--- config.mk ---
export PLATFORM = sky130hd
export DESIGN_NAME = ppp_octet_escaper
export DESIGN_NICKNAME = d
export VERILOG_FILES = /design/src/rtl/ppp_octet_escaper.sv
export SDC_FILE = /design/constraint.sdc
export NUM_CORES = 1
export LEC_CHECK = 0
export ABC_AREA = 1
export BUFFER_PORTS_ARGS = -buffer_cell sky130_fd_sc_hd__clkbuf_2
export CAP_MARGIN = 25
export CORE_ASPECT_RATIO = 0.8
export CORE_MARGIN = 4
export CORE_UTILIZATION = 51
export CTS_CLUSTER_DIAMETER = 50
export DETAILED_ROUTE_END_ITERATION = 10
export PLACE_DENSITY = 0.87
export SLEW_MARGIN = 20
export SYNTH_ARGS = -nofsm -noshare
export SYNTH_HDL_FRONTEND = slang
export SYNTH_SLANG_ARGS = --single-unit
--- constraint.sdc ---
create_clock -name clk -period 1.9 [get_ports clk]
set_input_delay 0.095 -clock clk [delete_from_list [all_inputs] [get_ports clk]]
set_output_delay 0.095 -clock clk [all_outputs]
set_load 0.05 [all_outputs]
--- src/rtl/ppp_octet_escaper.sv ---
module ppp_octet_escaper #(
  parameter int USER_CHARS = 4,
  parameter int MAP_BITS   = 32
) (
  input  logic                    clk,
  input  logic                    rst_n,
  input  logic [MAP_BITS-1:0]     cfg_accm,
  input  logic [8*USER_CHARS-1:0] cfg_user_chars,
  input  logic [USER_CHARS-1:0]   cfg_user_en,
  input  logic [7:0]              tx_in_data,
  input  logic                    tx_in_valid,
  output logic                    tx_in_ready,
  output logic [7:0]              tx_out_data,
  output logic                    tx_out_valid,
  input  logic                    tx_out_ready,
  input  logic [7:0]              rx_in_data,
  input  logic                    rx_in_valid,
  output logic                    rx_in_ready,
  output logic [7:0]              rx_out_data,
  output logic                    rx_out_valid,
  output logic                    rx_out_abort,
  input  logic                    rx_out_ready
);
  localparam int IDX_W = $clog2(MAP_BITS);
  localparam logic [7:0] ESC  = 8'h7D;
  localparam logic [7:0] FLAG = 8'h7E;
  localparam logic [7:0] FLIP = 8'h20;

  function automatic logic map_hit(input logic [7:0] b, input logic [MAP_BITS-1:0] m);
    return (b < 8'(MAP_BITS)) && m[b[IDX_W-1:0]];
  endfunction

  logic [USER_CHARS-1:0] tx_user_hit, rx_user_hit;

  for (genvar g = 0; g < USER_CHARS; g++) begin : g_user
    assign tx_user_hit[g] = cfg_user_en[g] && (tx_in_data == cfg_user_chars[8*g +: 8]);
    assign rx_user_hit[g] = cfg_user_en[g] && (rx_in_data == cfg_user_chars[8*g +: 8]);
  end

  // transmit
  logic       tx_pend;
  logic [7:0] tx_pend_data;
  logic       tx_slot, tx_escape;

  assign tx_escape   = (tx_in_data == ESC) || (tx_in_data == FLAG) ||
                       map_hit(tx_in_data, cfg_accm) || (|tx_user_hit);
  assign tx_slot     = !tx_out_valid || tx_out_ready;
  assign tx_in_ready = !tx_pend && tx_slot;

  always_ff @(posedge clk) begin
    if (!rst_n) begin
      tx_out_valid <= 1'b0;
      tx_out_data  <= '0;
      tx_pend      <= 1'b0;
      tx_pend_data <= '0;
    end else if (tx_slot) begin
      if (tx_pend) begin
        tx_out_valid <= 1'b1;
        tx_out_data  <= tx_pend_data;
        tx_pend      <= 1'b0;
      end else if (tx_in_valid) begin
        tx_out_valid <= 1'b1;
        tx_out_data  <= tx_escape ? ESC : tx_in_data;
        tx_pend      <= tx_escape;
        tx_pend_data <= tx_in_data ^ FLIP;
      end else begin
        tx_out_valid <= 1'b0;
      end
    end
  end

  // receive
  logic rx_esc;
  logic rx_drop;

  assign rx_in_ready = !rx_out_valid || rx_out_ready;
  assign rx_drop     = map_hit(rx_in_data, cfg_accm) || (|rx_user_hit);

  always_ff @(posedge clk) begin
    if (!rst_n) begin
      rx_out_valid <= 1'b0;
      rx_out_abort <= 1'b0;
      rx_out_data  <= '0;
      rx_esc       <= 1'b0;
    end else if (rx_in_ready) begin
      rx_out_valid <= 1'b0;
      rx_out_abort <= 1'b0;
      if (rx_in_valid) begin
        if (rx_in_data == FLAG) begin
          rx_out_valid <= 1'b1;
          rx_out_data  <= FLAG;
          rx_out_abort <= rx_esc;
          rx_esc       <= 1'b0;
        end else if (rx_esc) begin
          rx_out_valid <= 1'b1;
          rx_out_data  <= rx_in_data ^ FLIP;
          rx_esc       <= 1'b0;
        end else if (rx_in_data == ESC) begin
          rx_esc       <= 1'b1;
        end else if (!rx_drop) begin
          rx_out_valid <= 1'b1;
          rx_out_data  <= rx_in_data;
        end
      end
    end
  end
endmodule

* Word-level counts from Yosys, hierarchy flattened
Cells that the tools add are included.
** Word-level totals
- Flip-flop bits (word level) :: 29
- Word-level logic and storage cells :: 81
- Output and inout bits :: 21
- Input bits :: 90
** Cells by class
- Equal/unequal tests :: 14
- Bitwise gates (word level) :: 3
- Mux-type cells :: 25
- Reduce and logical (&&, ||, !) cells :: 27
- $lt $le $gt $ge :: 4
** Operators with widths (number)
- $eq A8 B8 Y1 :: 8
- $mux W8 :: 7
- $eq A8 B7 Y1 const B :: 4
- $lt A8 B6 Y1 const B :: 2
- $mux W1 :: 16
- $lt A5 B6 Y1 const B :: 2
- $logic_and A1 B1 Y1 :: 11
- $bmux W1 S5 :: 2
- $reduce_or A4 Y1 :: 2
- $logic_or A1 B1 Y1 :: 6
- $reduce_and A2 Y1 :: 2
- $reduce_and A4 Y1 :: 1
- $logic_not A1 Y1 :: 3
- $ne A3 B2 Y1 const B :: 1
- $ne A3 B3 Y1 const B :: 1
- $not A1 Y1 :: 3
- $reduce_and A3 Y1 :: 1
- $reduce_bool A2 Y1 :: 1

* Logic depth before layout (Yosys ltp)
- Word-level depth :: 9
- Gate-level depth with buffers :: 17
- Gate-level depth less buffers :: 15

* Least setup slack after synthesis
No wires, ideal clock.
- Path kind :: reg2reg
- Start point :: register tx_out_valid
- End point :: register tx_pend_data[5]
- Clock period less this slack :: 2.035 ns
- Arrival :: 1.908 ns
- Path slack :: -0.135 ns
- Data required time :: 1.773 ns
- Buffers on the path :: 1
- Library setup time :: 0.127 ns
- Stages on the path, launching flop included :: 8
- Cell sequence :: dfxtp_1 -> inv_1 -> nor2_1 -> nor2_1 -> nand2_1 -> clkbuf_1 -> o21ai_0 -> a21oi_1
** Between the ends
- Cells in the longest elaborated chain, start to end :: 3
** RTL lines
- start: declaration :: RTL line 14 : output logic tx_out_valid,
- start signal: assignment :: RTL line 52 : tx_out_valid <= 1'b0;
- start signal: assignment :: RTL line 58 : tx_out_valid <= 1'b1;
- start signal: assignment :: RTL line 62 : tx_out_valid <= 1'b1;
- $logic_not A1 Y1 :: RTL line 47 : assign tx_slot = !tx_out_valid || tx_out_ready;
- $logic_or A1 B1 Y1 :: RTL line 47
- $reduce_and A3 Y1 (no source line)
- end signal: assignment :: RTL line 65 : tx_pend_data <= tx_in_data ^ FLIP;
- end: declaration :: RTL line 42 : logic [7:0] tx_pend_data;
No other way between the ends.
A chain may end at the register's enable or synchronous reset.

* Final worst setup path
- Start point :: register tx_out_valid
- End point :: register tx_pend_data[1]
The elaborated chain is that of the path after synthesis.

==> results_dict.tcl <==
set metrics [dict create \
    ys_warn_count 0 \
    die_h_um 77.33 \
    rows 24 \
    vias_per_cell 5.362 \
    die_x_um 94.66 \
    cts_inserted_buffers 5 \
    io_pins 111 \
    dieArea_um2 7320 \
    fin_cells 757 \
    postLayoutCoreUtil_pct 66.11 \
    cp_common_cell "inv_1" \
    crit_slowest_cell "dfxtp_1" \
    clockBufferDepth 2 \
    clk_latency_ns 0.28 \
    synth-seq-cells 29 \
    htree_levels 2 \
    crit_required_ns 2.05 \
    nNetsFinal 768 \
    drc_errors 0 \
    cts_setup_buffers 0 \
    start_util_pct 54.28 \
    hold_path.class "input pin to flip-flop" \
    portBuffers 110 \
    num-fill-cells 576 \
    num_antenna_cells 0 \
    synth_flop_cell "dfxtp_1" \
    critical_path_class "flip-flop to flip-flop" \
    drive_gt1_share_pct 21.21 \
    worst_ir_drop_vdd_v 0.0004002 \
    grt_use_total_pct 29.00 \
    hold_viol_final 0 \
    gp_congestion 0.9775 \
    seq_area_frac_synth_pct 18.95 \
    grt_max_degree 25 \
    cpPeakStageDelay_ns 0.34 \
    grt_pass1_vias 3762 \
    coreArea_um2 5645 \
    ctsHoldBuffers 0 \
    cts_resized 0 \
    layout_setup_ws_ns 0.3900 \
    path_buf_inv 2 \
    total_power_mw 2.056 \
    cp-end-kind "flip-flop" \
    syn_nets 670 \
    grt_pass1_wl_um 17420 \
    seq_area_um2 580.6 \
    maxCapViolations 0 \
    timing.fmax_ghz 0.6622 \
    synth_area_leaders "nand2_1, dfxtp_1, nand3_1, inv_1, a21oi_1" \
    place_ws_ns 0.2326 \
    final_cell_mix "nand2_1, clkbuf_2, inv_1" \
    powerDensity_nw_per_um2 550.8 \
    cts_sinks 29 \
    place_area_um2 3631 \
    antenna_found_initial 0 \
    grt_overflow 0 \
    slew_headroom_pct 70.14 \
    synthDistinctLibCells 31 \
    worst_pin_slew_ns 0.4452 \
    cts_root_buffer "clkbuf_8" \
    fin_crit_ns 1.510 \
    p_leak_nw 2.103 \
    finClkSkew_ns 0.003346 \
    fin_tns_setup_ns 0 \
    synth_edf_count 0 \
    vias 4059 \
    crit_arrival_ns 1.66 \
    clk_pin_slew_ns 0.06 \
    multi_input_area_um2 2006 \
    setup_viol 0 \
    area_growth_pct 21.80 \
    yosysTopAreaCellShare_pct 22.54 \
    status "complete, no violations" \
    wirelength_um 10640 \
    wl_per_cell_um 14.05 \
    drt_iter0_drc 447 \
    ant_nets 0 \
    critPathMaxFanout 13 \
    post-route-cell-area_um2 3732 \
    firstDrtPassIters 5 \
    whs_ns 0.08930 \
    synthesis.area_um2 3064 \
    final_common_cell "nand2_1" \
    worstPathCellList "inv_1 -> nor2_1 -> nor2_2 -> nand2_1 -> inv_1 -> o21ai_0 -> a21oi_1" \
    finalCritPeriodShare_pct 79.48 \
    rsz0062_at_grt "no" \
    dp_hpwl_um 8258 \
    netlist_instances 580 \
    drv_slew 0 \
    avgSynthCellArea_um2 5.283 \
    synthArstFlopShare_pct 0 \
    dp_cells 749 \
    critPathLaunchType "flip-flop" \
    yosys.area.top_type "nand2_1" \
    critPathTopFamily "simple AND/OR/NAND/NOR gates" \
    cts_tree "done" \
]
## where the power goes
group / total, mW / internal [mW] / switching, mW
logic: 0.813 / 0.270 / 0.544
registers: 0.677 / 0.656 / 0.0212
clock network: 0.565 / 0.327 / 0.238
total: 2.06 / 1.25 / 0.804
## layout make-up
| cell class | instances | area share (%) |
|---|---|---|
| Multi-Input combinational cell | 438 | 53.74 |
| Timing Repair Buffer | 121 | 16.96 |
| Sequential cell | 29 | 15.55 |
| Inverter | 83 | 8.414 |
| Tap cell | 78 | 2.615 |
| Clock buffer | 7 | 2.581 |
| Clock inverter | 1 | 0.1341 |
## flip-flops by register name, indices dropped and copies added (netlist names)
signal	count
tx_pend_data	8
rx_out_abort	1
tx_out_valid	1
rx_out_valid	1
rx_esc	1
rx_out_data	8
tx_out_data	8
tx_pend	1
## worst paths after layout
| check | endpoint | slack, ns | cells after the start | from |
|---|---|---|---|---|
| max | tx_pend_data[1] | 0.39 | 7 | tx_out_valid |
| min | rx_out_abort | 0.09 | 4 | rx_out_ready |
| max reg2reg | tx_pend_data[1] | 0.39 | 7 | tx_out_valid |
| min reg2reg | tx_out_data[4] | 0.47 | 2 | tx_out_data[4] |
## tightest hold or removal path, delay by kind of cell
| family | cells | cell delay [ns] |
|---|---|---|
| AND/OR/NAND/NOR | 2 | 0.09 |
| buffers and inverters | 1 | 0.07 |
| AO/OA/AOI/OAI | 1 | 0.06 |
## logic make-up (layout without fill, tap and decap cells)
group	Yosys count	after routing	synth area share [%]
xor+xnor	13	13	3.716
compound gates	90	90	15.72
flops	29	29	18.95
buf+inv	113	212	15.68
simple gates	335	335	45.94
## cells in the mapped netlist (3+ instances only)
cell type / instances
a21oi_1: 46
nand2_1: 184
o21ai_0: 26
o22ai_1: 5
nand4_1: 5
buf_2: 14
nor2_2: 3
inv_2: 3
buf_4: 3
or2_2: 3
nor2_1: 55
buf_6: 3
o211ai_1: 6
clkbuf_1: 8
nor3_1: 6
xnor2_1: 6
o21ai_1: 3
nand3_1: 73
inv_1: 77
xor2_1: 7
dfxtp_1: 29
## metal layers
layer	up-vias	share of wire (%)	GRT usage, %
li1	2026	-	-
met5	-	0	0
met3	17	13	6.480
met2	236	44	45.11
met1	1780	42	41.52
met4	0	1.0	5.187
Note: power is estimated with default switching activity, not from simulation.
